File: src/rtl/cfu_pkg.sv
// Package: shared widths and the constant assembly function for the
// constant-building fusion detector. Assumes 32-bit instruction words.
package cfu_pkg;
    localparam int WORD_W     = 32;
    localparam int RD_W       = 5;
    localparam int LEAD_IMM_W = 20;
    localparam int STEP_IMM_W = 22;
    localparam int CONST_W    = 64;
    localparam int LEAD_OP_W  = 6;
    localparam int STEP_OP_W  = 5;

    // Build the 64-bit constant from the three immediate pieces.
    function automatic logic [CONST_W-1:0] build_const(
        input logic [LEAD_IMM_W-1:0] hi,
        input logic [STEP_IMM_W-1:0] mid,
        input logic [STEP_IMM_W-1:0] lo
    );
        logic [CONST_W-1:0] acc;
        acc = {{(CONST_W-LEAD_IMM_W){hi[LEAD_IMM_W-1]}}, hi};
        acc = (acc << STEP_IMM_W) | CONST_W'(mid);
        acc = (acc << STEP_IMM_W) | CONST_W'(lo);
        return acc;
    endfunction
endpackage

File: src/rtl/cfu_classify.sv
// Module: cfu_classify
// Decodes one instruction word into lead/step flags and destination fields.
// Assumes the opcode and destination positions given by parameters; the
// immediate fields sit at the bottom of the word.
module cfu_classify
    import cfu_pkg::*;
#(
    parameter logic [LEAD_OP_W-1:0] LEAD_OP     = 6'b011011,
    parameter int                   LEAD_OP_LSB = 26,
    parameter int                   LEAD_RD_LSB = 21,
    parameter logic [STEP_OP_W-1:0] STEP2_OP    = 5'b10110,
    parameter logic [STEP_OP_W-1:0] STEP3_OP    = 5'b10110,
    parameter int                   STEP_OP_LSB = 27,
    parameter int                   STEP_RD_LSB = 22
) (
    input  logic [WORD_W-1:0] word,
    output logic              is_lead,
    output logic              is_step2,
    output logic              is_step3,
    output logic [RD_W-1:0]   rd_lead,
    output logic [RD_W-1:0]   rd_step
);
    logic unused_word;

    // Opcode match and destination extraction for both instruction shapes.
    always_comb begin
        is_lead  = (word[LEAD_OP_LSB +: LEAD_OP_W] == LEAD_OP);
        is_step2 = (word[STEP_OP_LSB +: STEP_OP_W] == STEP2_OP);
        is_step3 = (word[STEP_OP_LSB +: STEP_OP_W] == STEP3_OP);
        rd_lead  = word[LEAD_RD_LSB +: RD_W];
        rd_step  = word[STEP_RD_LSB +: RD_W];
    end

    assign unused_word = ^word;
endmodule

File: src/rtl/cfu_scan.sv
// Module: cfu_scan
// Scans the window oldest-first. It marks the positions that start a fused
// sequence, the positions swallowed by one, and the tail positions to hold
// for the next group. Assumes W >= 4 so that held positions are fetch slots.
module cfu_scan
    import cfu_pkg::*;
#(
    parameter int W = 6
) (
    input  logic [W-1:0]           valid,
    input  logic [W-1:0]           is_lead,
    input  logic [W-1:0]           is_step2,
    input  logic [W-1:0]           is_step3,
    input  logic [W-1:0][RD_W-1:0] rd_lead,
    input  logic [W-1:0][RD_W-1:0] rd_step,
    output logic [W-1:0]           start,
    output logic [W-1:0]           consumed,
    output logic [W-1:0]           held
);
    logic [W-1:0] pair_ok;
    logic [W-1:0] run_ok;
    logic         unused_edges;

    for (genvar p = 0; p < W; p++) begin : g_match
        if (p <= W - 2) begin : g_pair
            // Lead at p with a matching first step right behind it.
            assign pair_ok[p] = valid[p] & is_lead[p] & valid[p+1] & is_step2[p+1]
                              & (rd_lead[p] == rd_step[p+1]);
        end else begin : g_no_pair
            assign pair_ok[p] = 1'b0;
        end
        if (p <= W - 3) begin : g_run
            // Full three-word sequence starting at p.
            assign run_ok[p] = pair_ok[p] & valid[p+2] & is_step3[p+2]
                             & (rd_step[p+2] == rd_lead[p]);
        end else begin : g_no_run
            assign run_ok[p] = 1'b0;
        end
    end

    // Oldest-first walk: claim sequences, skip their tails, hold partial tails.
    always_comb begin
        int  eat;
        logic keep;
        start    = '0;
        consumed = '0;
        held     = '0;
        eat      = 0;
        keep     = 1'b0;
        for (int p = 0; p < W; p++) begin
            if (eat != 0) begin
                consumed[p] = 1'b1;
                eat         = eat - 1;
            end else if (keep) begin
                held[p] = 1'b1;
            end else if (run_ok[p]) begin
                start[p] = 1'b1;
                eat      = 2;
            end else if ((p == W - 2) && pair_ok[p]) begin
                held[p] = 1'b1;
                keep    = 1'b1;
            end else if ((p == W - 1) && valid[p] && is_lead[p]) begin
                held[p] = 1'b1;
            end
        end
    end

    assign unused_edges = ^{is_step2[0], is_step3[1:0], rd_step[0], rd_lead[W-1]};
endmodule

File: src/rtl/cfu_carry.sv
// Module: cfu_carry
// Holds up to two leading words of a split sequence across a group boundary.
// Slot 0 of the buffer is the older word; a lone held lead sits in slot 1.
module cfu_carry
    import cfu_pkg::*;
(
    input  logic                clk,
    input  logic                rst_n,
    input  logic                flush,
    input  logic [1:0]          tail_held,
    input  logic [1:0][WORD_W-1:0] tail_word,
    output logic [1:0]          carry_valid,
    output logic [1:0][WORD_W-1:0] carry_word
);
    // Capture the held tail, or empty the buffer on reset or flush.
    always_ff @(posedge clk) begin
        if (!rst_n || flush) begin
            carry_valid <= '0;
            carry_word  <= '0;
        end else if (tail_held[0]) begin
            carry_valid <= 2'b11;
            carry_word  <= tail_word;
        end else if (tail_held[1]) begin
            carry_valid <= 2'b10;
            carry_word  <= {tail_word[1], {WORD_W{1'b0}}};
        end else begin
            carry_valid <= '0;
            carry_word  <= '0;
        end
    end
endmodule

File: src/rtl/const_fuse_unit.sv
// Module: const_fuse_unit (top)
// Fuses lead + step + step constant-building sequences in a fetch group into
// single micro-ops. Window position p = output lane p: positions 0..1 are
// held-over words, positions 2..LANES+1 are fetch slots. One-cycle latency.
// Assumes LANES >= 2 and a new (possibly empty) group every cycle.
module const_fuse_unit
    import cfu_pkg::*;
#(
    parameter int                   LANES       = 4,
    parameter logic [LEAD_OP_W-1:0] LEAD_OP     = 6'b011011,
    parameter int                   LEAD_OP_LSB = 26,
    parameter int                   LEAD_RD_LSB = 21,
    parameter logic [STEP_OP_W-1:0] STEP2_OP    = 5'b10110,
    parameter logic [STEP_OP_W-1:0] STEP3_OP    = 5'b10110,
    parameter int                   STEP_OP_LSB = 27,
    parameter int                   STEP_RD_LSB = 22
) (
    input  logic                             clk,
    input  logic                             rst_n,
    input  logic                             flush,
    input  logic [LANES-1:0]                 in_valid,
    input  logic [LANES-1:0][WORD_W-1:0]     in_word,
    output logic [LANES+1:0]                 out_valid,
    output logic [LANES+1:0]                 out_fused,
    output logic [LANES+1:0][WORD_W-1:0]     out_word,
    output logic [LANES+1:0][RD_W-1:0]       out_dest,
    output logic [LANES+1:0][CONST_W-1:0]    out_imm
);
    localparam int W = LANES + 2;

    logic [1:0]                carry_valid;
    logic [1:0][WORD_W-1:0]    carry_word;
    logic [W-1:0]              win_valid;
    logic [W-1:0][WORD_W-1:0]  win_word;
    logic [W-1:0]              is_lead, is_step2, is_step3;
    logic [W-1:0][RD_W-1:0]    rd_lead, rd_step;
    logic [W-1:0]              start, consumed, held;

    // Window assembly: held words first, then the fetch slots in order.
    always_comb begin
        win_valid = {in_valid, carry_valid};
        win_word  = {in_word, carry_word};
    end

    for (genvar p = 0; p < W; p++) begin : g_cls
        cfu_classify #(
            .LEAD_OP(LEAD_OP), .LEAD_OP_LSB(LEAD_OP_LSB), .LEAD_RD_LSB(LEAD_RD_LSB),
            .STEP2_OP(STEP2_OP), .STEP3_OP(STEP3_OP),
            .STEP_OP_LSB(STEP_OP_LSB), .STEP_RD_LSB(STEP_RD_LSB)
        ) u_cls (
            .word     (win_word[p]),
            .is_lead  (is_lead[p]),
            .is_step2 (is_step2[p]),
            .is_step3 (is_step3[p]),
            .rd_lead  (rd_lead[p]),
            .rd_step  (rd_step[p])
        );
    end

    cfu_scan #(.W(W)) u_scan (
        .valid    (win_valid),
        .is_lead  (is_lead),
        .is_step2 (is_step2),
        .is_step3 (is_step3),
        .rd_lead  (rd_lead),
        .rd_step  (rd_step),
        .start    (start),
        .consumed (consumed),
        .held     (held)
    );

    cfu_carry u_carry (
        .clk         (clk),
        .rst_n       (rst_n),
        .flush       (flush),
        .tail_held   (held[W-1:W-2]),
        .tail_word   (win_word[W-1:W-2]),
        .carry_valid (carry_valid),
        .carry_word  (carry_word)
    );

    for (genvar p = 0; p < W; p++) begin : g_emit
        logic [CONST_W-1:0] lane_const;
        if (p <= W - 3) begin : g_const
            assign lane_const = build_const(win_word[p][LEAD_IMM_W-1:0],
                                            win_word[p+1][STEP_IMM_W-1:0],
                                            win_word[p+2][STEP_IMM_W-1:0]);
        end else begin : g_no_const
            assign lane_const = '0;
        end

        // Register one output lane: single, fused, or empty.
        always_ff @(posedge clk) begin
            if (!rst_n || flush) begin
                out_valid[p] <= 1'b0;
                out_fused[p] <= 1'b0;
                out_word[p]  <= '0;
                out_dest[p]  <= '0;
                out_imm[p]   <= '0;
            end else begin
                out_valid[p] <= win_valid[p] & ~consumed[p] & ~held[p];
                out_fused[p] <= start[p];
                out_word[p]  <= win_word[p];
                out_dest[p]  <= start[p] ? rd_lead[p] : '0;
                out_imm[p]   <= start[p] ? lane_const : '0;
            end
        end
    end
endmodule

File: config.mk
export PLATFORM = sky130hd
export DESIGN_NAME = const_fuse_unit
export DESIGN_NICKNAME = d
export VERILOG_FILES = /design/src/rtl/cfu_pkg.sv /design/src/rtl/cfu_classify.sv /design/src/rtl/cfu_scan.sv /design/src/rtl/cfu_carry.sv /design/src/rtl/const_fuse_unit.sv
export SDC_FILE = /design/constraint.sdc
export NUM_CORES = 1
export LEC_CHECK = 0
export ABC_AREA = 1
export BUFFER_PORTS_ARGS = -buffer_cell sky130_fd_sc_hd__buf_4
export CAP_MARGIN = 10
export CORE_AREA = 2 2 293 295
export CTS_BUF_LIST = sky130_fd_sc_hd__clkbuf_8
export DETAILED_ROUTE_END_ITERATION = 16
export DIE_AREA = 0 0 295 297
export PLACE_DENSITY = 0.47
export REMOVE_ABC_BUFFERS = 1
export SETUP_SLACK_MARGIN = 0.05
export SYNTH_ARGS = -nofsm -noshare
export SYNTH_HDL_FRONTEND = slang
export SYNTH_SLANG_ARGS = --single-unit
File: constraint.sdc
create_clock -name clk -period 4.3 [get_ports clk]
set_input_delay 0.86 -clock clk [delete_from_list [all_inputs] [get_ports clk]]
set_output_delay 0.86 -clock clk [all_outputs]
set_load 0.01 [all_outputs]
==> impl_metrics.csv, run 1 <==
group,metric,value,unit
grt,grt_overflow,0,
flow_run,max_cap_check_violation_count,0,
sta,hold_viol,0,
placement,hpwlAfterDp,43.19,mm
logic_synthesis,dominant_combinational_cell_family_by_area_after_synthesis,"simple AND/OR/NAND/NOR gates",
placement,placed_cells_incl_taps,3430,
status,status,"complete, no violations",
hold_path,worstHoldPathType,"reg2reg",
power,cell_internal_pwr,7.947,mW
power,totalPowerFinal,10.43,mW
sta,worst_hold_check_slack,0.4161,ns
clocking,clock_tree.root_cell,"sky130_fd_sc_hd__clkbuf_8",
detailed_routing,ant_nets,0,
logic_synthesis,yosysWarningCount,0,
placement,place_congestion,0.8001,
finish,area.sequential,10890,um^2
sta,slew_viol_final,0,
sta,setup_violations,0,
power,power.clock.fraction,0.460,
clocking,cts_made_buffers,94,
clocking,h_tree_level_count,3,
worst_setup_path,worstReg2RegStart,"u_carry.carry_word[53]",
logic_synthesis,simple_gate_share_of_the_synthesized_area,0.1811,
power,p_sw_frac,0.2380,
detailed_routing,via_count,12900,
finish,layout_commonest_cell,"sky130_fd_sc_hd__buf_4",
power,p_leak,11.37,nW
grt,global_route_wire_length_before_repair,83.39,mm
logic_synthesis,yosys_register_bits,544,
logic_synthesis,area_of_the_mapped_netlist,16540,um^2
detailed_routing,drt_first_pass_iters,5,
logic_synthesis,synth.yosys.seq_area_share,0.6583,
sta,fin_skew,0.02678,ns
logic_synthesis,synth_compound_gate_area_share,0.01997,
sta,maxClockFrequency,313.1,MHz
sta,fin_setup_tns,0,ns
floorplan,placeableCoreArea,84480,um^2
finish,final.fill_count,9127,
worst_setup_path,r2r-end,"u_carry.carry_word[32]",
floorplan,die_height,297,um
finish,finalNonFillerCells,3600,
clocking,postCtsSetupBuffers,0,
finish,multiInputGateArea,4009,um^2
clocking,clock_sinks,544,
logic_synthesis,synthMuxAreaShare,0,
floorplan,ioPinCount,753,
detailed_routing,drt-vias-per-instance,3.584,
worst_setup_path,end_kind,"register",
placement,portBuffers,612,
clocking,tritoncts,"built",
worst_setup_path,timing.setup.critical_path_class,"in2reg",
power,power_frac_comb,0.050,
finish,final_net_count,2523,
detailed_routing,route.detailed.drc,0,
floorplan,die_width,295,um
logic_synthesis,syn_inst,1733,
sta,period_needed,3.194,ns
sta,normalized_max_slew_margin,0.3919,
worst_setup_path,crit_fanout,29,
power,power.net_switching,2.482,mW
sta,final_min_period_over_clock_period,0.7427,
logic_synthesis,share_of_synthesized_cell_area_in_full_adder_half_adder_and_majority_cells,0.004538,
grt,maximum_number_of_pins_on_one_net_before_global_route_repair,150,
logic_synthesis,synthDistinctLibCells,35,
worst_setup_path,critPathRequiredTime,4.82,ns
power,pwr-share-seq,0.490,
worst_setup_path,timing.critical_path.from,"in_word[31]",
finish,layout.core_utilization,0.2828,
sta,worstMarginPinSlew,0.9121,ns
detailed_routing,routed_wirelength,58.63,mm
clocking,clkTransAtPathRegs,0.06,ns
power,vdd.ir_drop.worst,0.2357,mV
clocking,clk_latency,0.67,ns
grt,grt_pass1_vias,12480,
floorplan,start_util,0.1958,
worst_setup_path,startpoint_type,"primary input",
clocking,holdBufCountCts,0,
power,powerDensity,436.6,nW/um^2
clocking,cts.repair.resized,0,
finish,mostFrequentLayoutCells,"623 x sky130_fd_sc_hd__buf_4, 544 x sky130_fd_sc_hd__dfxtp_1, 348 x sky130_fd_sc_hd__nor2_1, 228 x sky130_fd_sc_hd__inv_1, 177 x sky130_fd_sc_hd__nor3_1",
worst_setup_path,critPathArrivalTime,3.71,ns
logic_synthesis,synth_area_per_cell,9.546,um^2
grt,antenna_found_initial,1,
finish,proportion_of_layout_cells_with_a_drive_suffix_above_1,0.3365,
worst_setup_path,worst_r2r_path_depth,15,
sta,grt_setup_unrepaired,"false",
floorplan,num_rows,107,
clocking,clk_path_buf_depth,3,
worst_setup_path,rrSetupSlack,1.18,ns
grt,global_route.usage.total,0.1289,
logic_synthesis,post_synth_xor_xnor_area,0.003177,
worst_setup_path,worstSetupEndpoint,"u_carry.carry_word[32]",
detailed_routing,number_of_drc_markers_after_the_initial_detailed_route_iteration,552,
detailed_routing,wl_per_cell,16.29,um
finish,syn_to_final_growth,44.40,%
floorplan,floorplan.die_area,87620,um^2
[flip-flops by register name, indices dropped and copies added, names as in the netlist]
register and cells:
out_imm 256, out_word 192, u_carry.carry_word 64, out_dest 20, out_valid 6, out_fused 4
u_carry.carry_valid 2
[power by group through the flow]
stage	clock [mW]	combinational, mW	sequential, mW
global placement	0	0.530	5.22
floorplan	0	0.212	5.24
global route	5.25	0.571	5.11
CTS	5.01	0.529	5.11
finish	4.80	0.519	5.11
detailed placement	0	0.527	5.22
[cells in the mapped netlist, drive strengths merged]
library cell  number  share of area
o22ai              2        0.00076
clkbuf            59          0.013
a31oi              1        0.00038
nand3             32          0.011
buf              159          0.070
conb               2        0.00045
a22o               1        0.00053
o21ai              2        0.00060
dfxtp            544           0.66
clkinv             1        0.00023
o21bai             1        0.00045
inv              216          0.049
nand2            112          0.026
nor3             179          0.055
xor2               3         0.0016
nor2             353          0.081
xnor2              3         0.0016
and3               1        0.00038
o211ai             1        0.00045
ha                 6         0.0045
nand4             14         0.0062
a21oi             36          0.017
nor4               5         0.0019
[cell type report]
class	count	area share
flip-flops and latches	544	0.4559
diodes	1	0.0001048
well taps	1144	0.05992
repair buffers	629	0.2008
multi-input cells	896	0.1678
inverters	217	0.03446
clock inverters	57	0.01645
clock buffers	112	0.06453
[worst max-delay path, stage by stage]
cell and delay (ns):
sky130_fd_sc_hd__buf_4 0.11, sky130_fd_sc_hd__inv_1 0.07, sky130_fd_sc_hd__nand4_1 0.18, sky130_fd_sc_hd__nor3_1 0.49
sky130_fd_sc_hd__nand3_4 0.14, sky130_fd_sc_hd__buf_4 0.27, sky130_fd_sc_hd__nand3_1 0.12, sky130_fd_sc_hd__nand2_1 0.11
sky130_fd_sc_hd__ha_1 0.20, sky130_fd_sc_hd__nand2_1 0.07, sky130_fd_sc_hd__nor2_2 0.06, sky130_fd_sc_hd__nand3_2 0.12
sky130_fd_sc_hd__nor2_2 0.05, sky130_fd_sc_hd__inv_2 0.67, sky130_fd_sc_hd__a21oi_1 0.15
[kinds of logic after synthesis]
kind of cell,count (synthesis)
AND/OR/NAND/NOR,696
buffers and inverters,435
flip-flops,544
other,2
XOR/XNOR,6
AO/OA/AOI/OAI,44
adder cells (fa/ha/maj),6
[worst min-delay path by stage]
stage,from,end,slack (ns),cells after the start
6_report,u_carry.carry_word[20],out_word[20],0.42,2
3_5_place_dp,u_carry.carry_word[20],out_word[20],0.41,2
3_3_place_gp,u_carry.carry_word[20],out_word[20],0.41,2
5_1_grt,in_word[27],out_word[91],0.35,3
2_1_floorplan,u_carry.carry_word[20],out_word[20],0.39,2
4_1_cts,in_word[27],out_word[91],0.32,3
[metal layers]
| layer | GRT usage | part of all wire | routed length, um |
|---|---|---|---|
| met4 | 0.04568 | 0.025 | 1455 |
| met5 | 0 | 0 | 0 |
| met2 | 0.2262 | 0.50 | 29100 |
| met3 | 0.04012 | 0.082 | 4785 |
| met1 | 0.1459 | 0.40 | 23290 |
[per-stage QoR]
stage	cell area, um^2	setup slack, ns
CTS	23890	1.090
detailed placement	21950	0.3901
global route	23890	0.8567
floorplan	15700	-3.640
global placement	21950	0.4128
finish	23890	1.106
Power figures use the tool's default switching activity.
==> inputs of run 2 (changes only) <==
- clock period: 4.3 -> 3.1 ns (I/O delays scaled with it)
==> run 2 against run 1 <==
Power up 41%; final area up 2.7%; routed wire length up 0.21%; critical endpoint is now u_carry.carry_word[48]; global-route usage about the same; sequential share of layout area down 1.2 points; clock power up 43%; register-to-register slack worse by 0.90 ns; critical path type is now reg2reg.
==> impl_metrics.csv, run 2 (synthesis gave the netlist of run 1 again) <==
group,metric,value,unit
finish,final.fill_count,9098,
grt,global_route_wire_length_before_repair,83.78,mm
placement,portBuffers,612,
placement,place_congestion,0.7809,
finish,postLayoutCellArea,24540,um^2
worst_setup_path,timing.setup.critical_path_class,"reg2reg",
grt,routing_usage_on_met1,0.1436,
clocking,clkTransAtPathRegs,0.06,ns
detailed_routing,route.detailed.drc,0,
floorplan,floorplan.die_area,87620,um^2
worst_setup_path,crit_fanout,22,
placement,placed_instance_area,22510,um^2
placement,pre_cts_ws,-0.2611,ns
grt,grt-busiest-layer,"met2",
detailed_routing,drt_first_pass_iters,4,
finish,mostFrequentLayoutCells,"692 x sky130_fd_sc_hd__buf_4, 543 x sky130_fd_sc_hd__dfxtp_1, 348 x sky130_fd_sc_hd__nor2_1, 217 x sky130_fd_sc_hd__inv_1, 177 x sky130_fd_sc_hd__nor3_1",
sta,normalized_max_slew_margin,0.4227,
floorplan,die_height,297,um
finish,syn_to_final_growth,48.36,%
sta,maxClockFrequency,355.2,MHz
grt,maximum_number_of_pins_on_one_net_before_global_route_repair,93,
clocking,h_tree_level_count,3,
power,powerDensity,599.5,nW/um^2
grt,antenna_found_initial,3,
finish,largestRegisters,"out_imm: 256 flops, out_word: 192 flops, u_carry.carry_word: 64 flops",
clocking,cts.repair.resized,0,
hold_path,holdPathStages,3,
flow_run,max_cap_check_violation_count,0,
finish,final_net_count,2594,
placement,placed_cells_incl_taps,3501,
finish,layout_commonest_cell,"sky130_fd_sc_hd__buf_4",
floorplan,num_rows,107,
finish,area.sequential,10890,um^2
sta,grt_setup_unrepaired,"false",
clocking,clock_sinks,544,
detailed_routing,via_count,13070,
sta,final_min_period_over_clock_period,0.9081,
clocking,postCtsSetupBuffers,0,
sta,hold_viol,0,
detailed_routing,number_of_drc_markers_after_the_initial_detailed_route_iteration,483,
worst_setup_path,end_kind,"register",
clocking,cts_made_buffers,94,
detailed_routing,routed_wirelength,58.75,mm
floorplan,die_width,295,um
placement,hpwlAfterDp,44.19,mm
sta,setup_violations,0,
finish,largest_reg_flops,256,
floorplan,start_util,0.1958,
worst_setup_path,critPathRequiredTime,3.67,ns
worst_setup_path,critPathArrivalTime,3.38,ns
finish,proportion_of_layout_cells_with_a_drive_suffix_above_1,0.3610,
grt,grt_overflow,0,
clocking,clock_tree.root_cell,"sky130_fd_sc_hd__clkbuf_8",
power,p_leak,11.72,nW
worst_setup_path,startpoint_type,"register",
finish,finalNonFillerCells,3672,
clocking,holdBufCountCts,0,
clocking,clk_path_buf_depth,3,
grt,grt_pass1_vias,12780,
grt,global_route.usage.total,0.1293,
floorplan,placeableCoreArea,84480,um^2
hold_path,worstHoldPathType,"in2reg",
status,status,"complete, no violations",
grt,gr-usage-met2,0.2305,
finish,multiInputGateArea,4024,um^2
sta,timing.final.ws_setup,0.2850,ns
power,vdd.ir_drop.worst,0.3791,mV
finish,largest-register,"out_imm",
sta,slew_viol_final,0,
clocking,tritoncts,"built",
detailed_routing,ant_nets,0,
clocking,clk_latency,0.67,ns
floorplan,ioPinCount,753,
sta,fin_skew,0.03672,ns
sta,period_needed,2.815,ns
worst_setup_path,worst_r2r_path_depth,17,
grt,grt.met3_usage,0.04236,
detailed_routing,drt-vias-per-instance,3.558,
detailed_routing,wl_per_cell,16.00,um
sta,worstMarginPinSlew,0.8659,ns
[run 2: cell types whose count changed in the layout (fill, tap and decap cells not counted), moves of 2 or more]
cell	before	now
sky130_fd_sc_hd__buf_12	6	8
sky130_fd_sc_hd__buf_4	623	692
sky130_fd_sc_hd__clkbuf_8	112	119
sky130_fd_sc_hd__clkinv_2	9	12
sky130_fd_sc_hd__inv_1	228	217
[run 2: critical path, stage by stage, from the launching register on]
cell and delay [ns]:
sky130_fd_sc_hd__dfxtp_4 0.37, sky130_fd_sc_hd__inv_2 0.08, sky130_fd_sc_hd__nand2_1 0.07, sky130_fd_sc_hd__nand2_1 0.11
sky130_fd_sc_hd__nor3_4 0.25, sky130_fd_sc_hd__nand4_4 0.13, sky130_fd_sc_hd__buf_4 0.17, sky130_fd_sc_hd__ha_1 0.18
sky130_fd_sc_hd__inv_1 0.06, sky130_fd_sc_hd__ha_1 0.21, sky130_fd_sc_hd__nand2_1 0.10, sky130_fd_sc_hd__nand2_1 0.07
sky130_fd_sc_hd__nor2_2 0.22, sky130_fd_sc_hd__nand3_2 0.14, sky130_fd_sc_hd__nor2_2 0.13, sky130_fd_sc_hd__inv_2 0.06
sky130_fd_sc_hd__buf_12 0.16, sky130_fd_sc_hd__a21oi_2 0.15
[run 2: worst paths after layout]
path                             to  slack (ns)              startpoint
max          u_carry.carry_word[48]        0.28  u_carry.carry_word[53]
min reg2reg            out_word[20]        0.41  u_carry.carry_word[20]
max reg2reg  u_carry.carry_word[48]        0.28  u_carry.carry_word[53]
min                   out_word[187]        0.19            in_word[123]
[run 2: report_power, final]
part	internal [mW]	switching [mW]	total [mW]
Combinational	0.293	0.479	0.773
Clock	3.88	2.98	6.86
Sequential	7.06	0.0197	7.08
[run 2: layer usage]
layer / share of wire / up-vias
met5: 0 / -
met3: 0.083 / 96
li1: - / 6486
met1: 0.39 / 5933
met4: 0.026 / 0
met2: 0.50 / 551
[run 2: layout make-up]
| class | instances | share of cell area |
|---|---|---|
| Sequential cell | 544 | 0.4439 |
| Timing Repair Buffer | 700 | 0.2182 |
| Multi-Input combinational cell | 896 | 0.1639 |
| Clock buffer | 119 | 0.06673 |
| Tap cell | 1144 | 0.05832 |
| Inverter | 217 | 0.03354 |
| Clock inverter | 50 | 0.01519 |
| Antenna cell | 2 | 0.0002039 |
[run 2: per-stage QoR]
stage	utilization	power [mW]	setup TNS, ns	hold slack (ns)
2_1_floorplan	-	7.567	-1617.17	0.3936
3_3_place_gp	0.2665	8.021	-10.66	0.4056
3_5_place_dp	0.2665	8.019	-11.21	0.4017
4_1_cts	0.2903	15.01	0	0.08909
5_1_grt	0.2905	15.39	0	0.1001
6_report	0.2905	14.71	0	0.1856
==> inputs of run 3 (changes only) <==
- GPL_TIMING_DRIVEN: default -> 0
- SETUP_SLACK_MARGIN: 0.05 -> 0.3
==> run 3 against run 2 <==
Core utilization increased by 0.056 points; highest routed layer unchanged; largest power group unchanged; critical endpoint is now u_carry.carry_word[33]; hold slack got worse by 0.0062 ns; via count increased by 1.3%.
==> impl_metrics.csv, run 3 (synthesis gave the netlist of run 1 again) <==
group,metric,value,unit
finish,proportion_of_layout_cells_with_a_drive_suffix_above_1,0.3632,
grt,grt_pass1_vias,12760,
floorplan,start_util,0.1958,
grt,global_route_wire_length_before_repair,86.95,mm
clocking,clock_tree.root_cell,"sky130_fd_sc_hd__clkbuf_8",
hold_path,min_from,"in_word[29]",
placement,hpwlAfterDp,42.43,mm
sta,final_min_period_over_clock_period,0.9262,
worst_setup_path,rrSetupSlack,0.23,ns
flow_run,max_cap_check_violation_count,0,
clocking,clock_sinks,544,
sta,maxClockFrequency,348.3,MHz
sta,slew_viol_final,0,
worst_setup_path,worstSetupEndpoint,"u_carry.carry_word[33]",
floorplan,ioPinCount,753,
detailed_routing,number_of_drc_markers_after_the_initial_detailed_route_iteration,529,
clocking,cts_made_buffers,94,
sta,grt_setup_unrepaired,"true",
floorplan,die_width,295,um
detailed_routing,wl_per_cell,17.10,um
finish,largest-register,"out_imm",
floorplan,floorplan.die_area,87620,um^2
grt,global_route.usage.total,0.1358,
floorplan,num_rows,107,
placement,place_congestion,0.7713,
clocking,h_tree_level_count,3,
finish,postLayoutCellArea,24590,um^2
sta,worstMarginPinSlew,0.8588,ns
power,vdd.ir_drop.worst,0.3048,mV
placement,portBuffers,612,
sta,period_needed,2.871,ns
sta,hold_viol,0,
detailed_routing,drt-vias-per-instance,3.643,
clocking,tritoncts,"built",
sta,setup_violations,0,
worst_setup_path,critPathRequiredTime,3.69,ns
power,p_leak,11.62,nW
sta,fin_skew,0.03273,ns
finish,largestRegisters,"out_imm: 256 flops, out_word: 192 flops, u_carry.carry_word: 64 flops",
finish,largest_reg_flops,256,
sta,normalized_max_slew_margin,0.4244,
clocking,holdBufCountCts,0,
grt,maximum_number_of_pins_on_one_net_before_global_route_repair,147,
worst_setup_path,r2r-end,"u_carry.carry_word[33]",
worst_setup_path,end_kind,"register",
floorplan,placeableCoreArea,84480,um^2
finish,final_net_count,2562,
sta,worst_hold_check_slack,0.1794,ns
clocking,clk_latency,0.68,ns
placement,placed_instance_area,22000,um^2
detailed_routing,route.detailed.drc,0,
clocking,clk_path_buf_depth,3,
sta,fin_setup_tns,0,ns
finish,final.fill_count,9042,
finish,finalNonFillerCells,3633,
power,powerDensity,572.4,nW/um^2
worst_setup_path,worstReg2RegStart,"u_carry.carry_word[57]",
grt,grt_overflow,0,
worst_setup_path,worst_r2r_path_depth,18,
clocking,clkTransAtPathRegs,0.06,ns
worst_setup_path,crit_fanout,8,
detailed_routing,ant_nets,0,
hold_path,worstHoldPathType,"in2reg",
worst_setup_path,timing.setup.critical_path_class,"in2reg",
detailed_routing,drt_first_pass_iters,4,
finish,syn_to_final_growth,48.65,%
status,status,"complete, no violations",
worst_setup_path,critPathArrivalTime,3.46,ns
grt,antenna_found_initial,2,
worst_setup_path,startpoint_type,"primary input",
floorplan,die_height,297,um
finish,mostFrequentLayoutCells,"642 x sky130_fd_sc_hd__buf_4, 537 x sky130_fd_sc_hd__dfxtp_1, 344 x sky130_fd_sc_hd__nor2_1, 224 x sky130_fd_sc_hd__inv_1, 175 x sky130_fd_sc_hd__nor3_1",
placement,placed_cells_incl_taps,3425,
detailed_routing,routed_wirelength,62.11,mm
worst_setup_path,timing.critical_path.from,"in_word[94]",
finish,layout_commonest_cell,"sky130_fd_sc_hd__buf_4",
detailed_routing,via_count,13230,
-- run 3: power by group --
group	total [mW]	internal [mW]	leakage (nW)	switching, mW
Sequential	7.08	7.06	4.41	0.0193
Combinational	0.733	0.260	6.14	0.473
Clock	6.26	3.34	1.07	2.92
Total	14.1	10.7	11.6	3.41
-- run 3: worst min-delay path by stage --
stage,slack [ns],depth (start not counted),to
finish,0.18,3,out_word[93]
CTS,0.08,3,out_word[188]
global route,0.1,3,out_word[91]
floorplan,0.39,2,out_word[20]
global placement,0.41,2,out_word[20]
detailed placement,0.41,2,out_word[20]
-- run 3: stage by stage --
stage	util	setup WS [ns]	power (mW)
2_1_floorplan	-	-4.600	7.567
3_3_place_gp	0.2572	-17.25	7.973
3_5_place_dp	0.2605	-2.529	7.962
4_1_cts	0.2887	0.3010	14.39
5_1_grt	0.2911	0.04827	14.75
6_report	0.2911	0.2287	14.08
-- run 3: what timing repair did --
item | in CTS | in global routing
cloned | 6 | 0
setup buffers | 30 | 8
resized for setup | 74 | 31
endpoints found under the setup margin | 136 | 86
pin swaps | 26 | 22
-- run 3: critical path: stages --
cell,delay [ns]
sky130_fd_sc_hd__buf_4,0.10
sky130_fd_sc_hd__inv_1,0.12
sky130_fd_sc_hd__nand2_1,0.10
sky130_fd_sc_hd__nor2_2,0.29
sky130_fd_sc_hd__nand2_1,0.18
sky130_fd_sc_hd__nor2_4,0.17
sky130_fd_sc_hd__nand3_4,0.13
sky130_fd_sc_hd__ha_4,0.23
sky130_fd_sc_hd__nand3_4,0.07
sky130_fd_sc_hd__nand2_4,0.07
sky130_fd_sc_hd__ha_4,0.26
sky130_fd_sc_hd__nand2_2,0.04
sky130_fd_sc_hd__nor4_2,0.28
sky130_fd_sc_hd__nand3_1,0.16
sky130_fd_sc_hd__buf_6,0.16
sky130_fd_sc_hd__nand2_8,0.15
sky130_fd_sc_hd__nand2_8,0.13
sky130_fd_sc_hd__a21oi_2,0.17
-- run 3: per-layer routing --
| layer | up-vias | track usage | routed length, um | part of all wire |
|---|---|---|---|---|
| met4 | 0 | 0.04240 | 1513 | 0.024 |
| met1 | 6106 | 0.1525 | 24600 | 0.40 |
| met2 | 594 | 0.2468 | 31320 | 0.50 |
| met3 | 110 | 0.03661 | 4674 | 0.075 |
| li1 | 6424 | - | - | - |
| met5 | - | 0 | 0 | 0 |
-- run 3: cell type report --
type | count | area [um^2] | area share
flip-flops and latches | 544 | 10910 | 0.4436
repair buffers | 662 | 5197 | 0.2114
multi-input cells | 901 | 4385 | 0.1783
clock buffers | 112 | 1541 | 0.06268
well taps | 1144 | 1431 | 0.05821
inverters | 217 | 853.3 | 0.03470
clock inverters | 49 | 249.0 | 0.01013
repair inverters | 1 | 16.27 | 0.0006614
diodes | 3 | 7.507 | 0.0003053
